<file path="src/rtl/asc_ser_pkg.sv">
package asc_ser_pkg;

    localparam int LANE_W = 64;
    localparam int ROWS   = 5;
    localparam int RC_W   = 8;
    localparam int WIN_N  = 8;
    localparam int CNT_W  = $clog2(WIN_N * LANE_W);
    localparam int BIT_W  = $clog2(LANE_W);
    localparam int ST_W   = ROWS * LANE_W;

    typedef logic [LANE_W-1:0] lane_t;
    typedef logic [ROWS-1:0]   slice_t;

    typedef enum logic [2:0] {
        PH_INJ, PH_SUB, PH_L0, PH_L1, PH_L2, PH_L3, PH_L4, PH_L5
    } phase_e;

    // one 5-bit slice, bit i belongs to row x_i
    function automatic slice_t sbox5(input slice_t s);
        slice_t a;
        slice_t t;
        a = s;
        a[0] = a[0] ^ a[4];
        a[4] = a[4] ^ a[3];
        a[2] = a[2] ^ a[1];
        for (int i = 0; i < ROWS; i++)
            t[i] = ~a[(i + 1) % ROWS] & a[(i + 2) % ROWS];
        a = a ^ t;
        a[1] = a[1] ^ a[0];
        a[0] = a[0] ^ a[4];
        a[3] = a[3] ^ a[2];
        a[2] = ~a[2];
        return a;
    endfunction

    function automatic int rot_a(input int row);
        case (row)
            0: return 19;
            1: return 61;
            2: return 1;
            3: return 10;
            default: return 7;
        endcase
    endfunction

    function automatic int rot_b(input int row);
        case (row)
            0: return 28;
            1: return 39;
            2: return 6;
            3: return 17;
            default: return 41;
        endcase
    endfunction

endpackage

</file>
<file path="src/rtl/asc_ser_ctrl.sv">
module asc_ser_ctrl
    import asc_ser_pkg::*;
(
    input  logic             clk,
    input  logic             rst,
    input  logic             start,
    output logic             busy,
    output logic             done,
    output phase_e           phase,
    output logic [BIT_W-1:0] tick
);

    logic [CNT_W-1:0] cnt;

    always_ff @(posedge clk) begin
        if (rst) begin
            busy <= 1'b0;
            done <= 1'b0;
            cnt  <= '0;
        end else begin
            done <= 1'b0;
            if (!busy) begin
                if (start) begin
                    busy <= 1'b1;
                    cnt  <= '0;
                end
            end else begin
                cnt <= cnt + 1'b1;
                if (cnt == '1) begin
                    busy <= 1'b0;
                    done <= 1'b1;
                end
            end
        end
    end

    assign phase = phase_e'(cnt[CNT_W-1 -: 3]);
    assign tick  = cnt[BIT_W-1:0];

endmodule

</file>
<file path="src/rtl/asc_ser_lane.sv">
module asc_ser_lane
    import asc_ser_pkg::*;
(
    input  logic  clk,
    input  logic  rst,
    input  logic  ld,
    input  lane_t ld_val,
    input  logic  en,
    input  logic  din,
    output lane_t q
);

    always_ff @(posedge clk) begin
        if (rst)
            q <= '0;
        else if (ld)
            q <= ld_val;
        else if (en)
            q <= {q[LANE_W-2:0], din};
    end

endmodule

</file>
<file path="src/rtl/asc_ser_sigma.sv">
module asc_ser_sigma
    import asc_ser_pkg::*;
#(
    parameter int ROW = 0
) (
    input  lane_t row_q,
    output logic  bit_o
);

    // after t left rotations the bit j = 63-t sits at the top;
    // its partner at j+r sits at position r-1
    localparam int TAP_A = rot_a(ROW) - 1;
    localparam int TAP_B = rot_b(ROW) - 1;

    assign bit_o = row_q[LANE_W-1] ^ row_q[TAP_A] ^ row_q[TAP_B];

endmodule

</file>
<file path="src/rtl/asc_ser_round.sv">
module asc_ser_round
    import asc_ser_pkg::*;
(
    input  logic         clk,
    input  logic         rst,
    input  logic         start,
    input  logic [7:0]   rc,
    input  logic [63:0]  inj_data,
    input  logic [4:0]   inj_mask,
    input  logic         ld,
    input  logic [319:0] ld_state,
    output logic [319:0] state,
    output logic         busy,
    output logic         done
);

    phase_e           phase;
    logic [BIT_W-1:0] tick;
    lane_t            x [ROWS];
    lane_t            tmp_q;
    lane_t            op_q;
    lane_t            rc_ext;
    logic [RC_W-1:0]  rc_q;
    slice_t           mask_q;
    slice_t           msb, en, din, sig, sb_in, sb_out;
    logic             tmp_en, tmp_din, cbit, ld_ok, go;
    logic [2:0]       comp, wb;

    asc_ser_ctrl u_ctrl (
        .clk(clk), .rst(rst), .start(start),
        .busy(busy), .done(done), .phase(phase), .tick(tick)
    );

    assign ld_ok = ld & ~busy;
    assign go    = start & ~busy;

    for (genvar r = 0; r < ROWS; r++) begin : g_row
        asc_ser_lane u_lane (
            .clk(clk), .rst(rst), .ld(ld_ok),
            .ld_val(ld_state[r*LANE_W +: LANE_W]),
            .en(en[r]), .din(din[r]), .q(x[r])
        );
        asc_ser_sigma #(.ROW(r)) u_sig (.row_q(x[r]), .bit_o(sig[r]));
        assign msb[r] = x[r][LANE_W-1];
        assign state[r*LANE_W +: LANE_W] = x[r];
    end

    asc_ser_lane u_tmp (
        .clk(clk), .rst(rst), .ld(1'b0), .ld_val('0),
        .en(tmp_en), .din(tmp_din), .q(tmp_q)
    );

    always_ff @(posedge clk) begin
        if (rst) begin
            op_q   <= '0;
            rc_q   <= '0;
            mask_q <= '0;
        end else if (go) begin
            op_q   <= inj_data;
            rc_q   <= rc;
            mask_q <= inj_mask;
        end else if (busy && phase == PH_INJ) begin
            op_q <= op_q << 1;
        end
    end

    // slice index passing the S-box is 63 - tick
    assign rc_ext = lane_t'(rc_q);
    assign cbit   = rc_ext[~tick];
    assign sb_in  = {msb[4], msb[3], msb[2] ^ cbit, msb[1], msb[0]};
    assign sb_out = sbox5(sb_in);
    assign comp   = 3'(phase) - 3'd2;
    assign wb     = 3'(phase) - 3'd3;

    always_comb begin
        en      = '0;
        din     = '0;
        tmp_en  = 1'b0;
        tmp_din = 1'b0;
        if (busy) begin
            case (phase)
                PH_INJ: begin
                    for (int r = 0; r < ROWS; r++) begin
                        en[r]  = mask_q[r];
                        din[r] = msb[r] ^ op_q[LANE_W-1];
                    end
                end
                PH_SUB: begin
                    en  = '1;
                    din = sb_out;
                end
                default: begin
                    tmp_en = 1'b1;
                    if (phase != PH_L5) begin
                        en[comp]  = 1'b1;
                        din[comp] = msb[comp];
                        tmp_din   = sig[comp];
                    end
                    if (phase != PH_L0) begin
                        en[wb]  = 1'b1;
                        din[wb] = tmp_q[LANE_W-1];
                    end
                end
            endcase
        end
    end

endmodule

</file>
<file path="config.mk">
export PLATFORM = sky130hd
export DESIGN_NAME = asc_ser_round
export DESIGN_NICKNAME = d
export VERILOG_FILES = /design/src/rtl/asc_ser_pkg.sv /design/src/rtl/asc_ser_ctrl.sv /design/src/rtl/asc_ser_lane.sv /design/src/rtl/asc_ser_sigma.sv /design/src/rtl/asc_ser_round.sv
export SDC_FILE = /design/constraint.sdc
export NUM_CORES = 1
export LEC_CHECK = 0
export BUFFER_PORTS_ARGS = -buffer_cell sky130_fd_sc_hd__buf_4
export CORE_AREA = 2 2 279 281
export CTS_BUF_LIST = sky130_fd_sc_hd__clkbuf_16
export DETAILED_ROUTE_END_ITERATION = 8
export DIE_AREA = 0 0 281 283
export PLACE_DENSITY = 0.6
export SKIP_LAST_GASP = 1
export SLEW_MARGIN = 20
export SYNTH_ARGS = -nofsm -noshare
export SYNTH_HDL_FRONTEND = slang
export SYNTH_HIERARCHICAL = 1
export SYNTH_SLANG_ARGS = --single-unit
</file>
<file path="constraint.sdc">
create_clock -name clk -period 2.74 [get_ports clk]
set_input_delay 0.137 -clock clk [delete_from_list [all_inputs] [get_ports clk]]
set_output_delay 0.137 -clock clk [all_outputs]
set_load 0.1 [all_outputs]
</file>
==> summary.md <==
| Metric | Value |
|---|---|
| Cells after synthesis | `2306` |
| HPWL after DPL | `57.54 mm` |
| Max-slew headroom | `59.77%` |
| Post-route insts no fill | `4521` |
| DRT antenna net count | `0` |
| TNS Setup | `0 ns` |
| Period minus WS final | `2.739 ns` |
| Synth area leader | `dfxtp_1` |
| Cell Area, Synth | `0.02264 sq mm` |
| Crit share post-route | `99.98%` |
| Setup crit start kind | `flip-flop` |
| Crit end category | `flip-flop` |
| Number of synthesized flops with an enable pin | `0` |
| Asr flop ratio synth | `0%` |
| Status | `complete, no violations` |
| Hold crit path type | `in2reg` |
| Hold Vio Cnt, Final | `0` |
| H-tree Lvls | `2` |
| Post-Route Utilization | `46.08%` |
| Final Cell Area | `0.03534 sq mm` |
| Slew Limit Fails | `0` |
| Final worst slack | `0.0005100 ns` |
| Pwr Total | `22.27 mW` |
| Setup WS pre-CTS | `-0.09464 ns` |
| Static Leak | `13.75 nW` |
| Chip Height | `283 um` |
| FMAX | `0.3650 GHz` |
| I/O Pins | `723` |
| VDD IR-drop max | `453.5 uV` |
| Vias/cell | `4.795` |
| Multi-input logic area | `0.01221 sq mm` |
| WL final | `84.80 mm` |
| Final hold slack | `0.2020 ns` |
| Total Routing Usage GR | `20.14%` |
| Clock root cell | `clkbuf_16` |
| Unique masters post-synth | `59` |
| Skew-Pair Late Insertion Delay | `0.63 ns` |
| # fillers | `7202` |
| GRT Residual Overflow | `0` |
| Ys flop type | `dfxtp_1` |
| Sequential fraction of the synthesis area | `41.74%` |
| CTS clk-pin slew, worst paths | `0.07 ns` |
| Sequential Area | `0.009455 sq mm` |
| Inserted Clock Buffers | `54` |
| DP Cell Count | `4012` |
| Ys Warns | `6` |
| RSZ-0062 raised after global routing | `true` |
| Starting Density | `29.51%` |
| Core ar. | `0.07670 sq mm` |
| Synth top area share | `41.74%` |
| Initial antenna violation count | `7` |
| Clock sinks | `472` |
| Die area | `0.07952 sq mm` |
| CTS max path bufs | `3` |
| Synth top area cells | `dfxtp_1 (42%), mux2i_1 (17%), a211oi_1 (13%)` |
| Area grow syn2layout | `56.12%` |
| Port bufs | `722` |
| Critical path type | `reg2reg` |
| Power Dens Cells | `630.1 mW/mm^2` |
| Final GP Congestion | `0.8662` |
| Die Width | `281 um` |
| DRT iter0 DRCs | `1005` |
| Worst EP arrival | `3.23 ns` |
| Crit-path max FO | `2` |
| Yosys reg bits | `472` |
| Required time of the worst setup path | `3.23 ns` |
| First-pass GRT wire length | `128.7 mm` |
| Max-cap violations | `0` |
| Commonest non-fill, non-tap cells in the layout | `buf_4 (782), dfxtp_1 (469), dlygate4sd3_1 (402)` |
| CTS tree | `done` |
| Largest net degree at the start of global routing | `127` |
| Routed WL per cell | `18.76 um` |
| Final #Nets | `3845` |
| Most common cell after layout, fill and taps aside | `buf_4` |
| Number of global-route vias before repair | `22.29k` |
| Via count | `21.68k` |
| Final setup vio count | `0` |
| Worst Tran Pin Value | `0.5994 ns` |
| Drt drc | `0` |
| Clock Skew | `0.02362 ns` |
| Mean area per synthesized cell | `9.816 sq um` |
| # rows | `102` |
| DR pass1 iterations | `5` |
| Placed cell areas | `0.02941 sq mm` |
| Layout cells sized above 1 | `26.72%` |
final timing paths:
kind                           end  cells after the start  slack, ns     startpoint
max           g_row[3].u_lane/q[0]                     12     0.0005  u_ctrl/cnt[1]
min          g_row[4].u_lane/q[15]                      4       0.20             ld
max reg2reg   g_row[3].u_lane/q[0]                     12     0.0005  u_ctrl/cnt[1]
min reg2reg                rc_q[6]                      2       0.46        rc_q[6]
critical path: stages (launching register included):
cell and delay [ns]:
dfxtp_4 0.35, mux4_2 0.48, nand2b_4 0.15, and4_4 0.18, or2_4 0.23, ha_4 0.26
xor2_4 0.18, xnor2_1 0.13, a22oi_1 0.17, o22ai_1 0.09, and2_1 0.18, mux2i_1 0.14
a211oi_1 0.08
final cells by class:
cell class                      count  share of cell area [%]
Timing Repair Buffer             1214                   29.70
Clock buffer                       54                   3.824
Tap cell                         1040                   3.682
Sequential cell                   472                   26.75
Multi-Input combinational cell   1672                   34.54
Inverter                           18                  0.1912
Antenna cell                        4                 0.02832
Clock inverter                     47                   1.278
state kept, by name, indices dropped and copies added, names as in the netlist:
signal and count:
u_tmp/q 64, u_ctrl/busy 1, op_q 64, g_row.u_lane/q 320
rc_q 8, mask_q 5, u_ctrl/cnt 9, u_ctrl/done 1
layer usage:
layer / global-route usage (%) / vias up / wire length [um] / part of all wire [%]
li1: - / 10570 / - / -
met1: 24.69 / 10230 / 36210 / 43
met2: 33.96 / 668 / 39700 / 47
met3: 4.379 / 201 / 5231 / 6.2
met4: 8.356 / 10 / 3592 / 4.2
met5: 0 / - / 57 / 0.067
repair_timing:
action,in CTS,in global routing
pin swaps,3,10
endpoints found under the hold margin,429,0
setup buffers,0,2
setup endpoints to repair,3,114
hold buffers,402,0
gates resized for setup,3,9
cells by family (layout without fill, tap and decap cells):
group	after synthesis	count (layout)	share of synthesized area, %
buffers and inverters	227	1333	6.080
adders and majority gates	13	13	0.7075
muxes	393	393	17.50
and+or+nand+nor	671	671	15.96
other	1	70	0.01657
DFF	472	472	41.74
AOI/OAI and AO/OA	513	513	17.04
xor gates and xnor gates	16	16	0.9507
synthesized netlist by cell type, types with 6 or more instances:
| cell | count |
|---|---|
| mux2i_1 | 389 |
| ha_1 | 12 |
| nand3_1 | 9 |
| a21oi_1 | 27 |
| inv_1 | 11 |
| o21ai_0 | 8 |
| buf_2 | 53 |
| nor2b_1 | 387 |
| inv_2 | 7 |
| dfxtp_1 | 472 |
| xnor2_1 | 6 |
| nor2_1 | 77 |
| clkbuf_1 | 106 |
| nor3_1 | 6 |
| a211oi_1 | 388 |
| buf_8 | 36 |
| clkbuf_2 | 6 |
| a311oi_1 | 65 |
| buf_6 | 6 |
| nand2_1 | 165 |
report_power, final:
group / leakage [nW] / switching (mW) / internal [mW]
logic: 8.94 / 4.63 / 2.17
clock network: 0.891 / 3.19 / 4.26
registers: 3.91 / 0.540 / 7.47
total: 13.7 / 8.37 / 13.9
No activity file was read; power rests on OpenSTA's default activity.
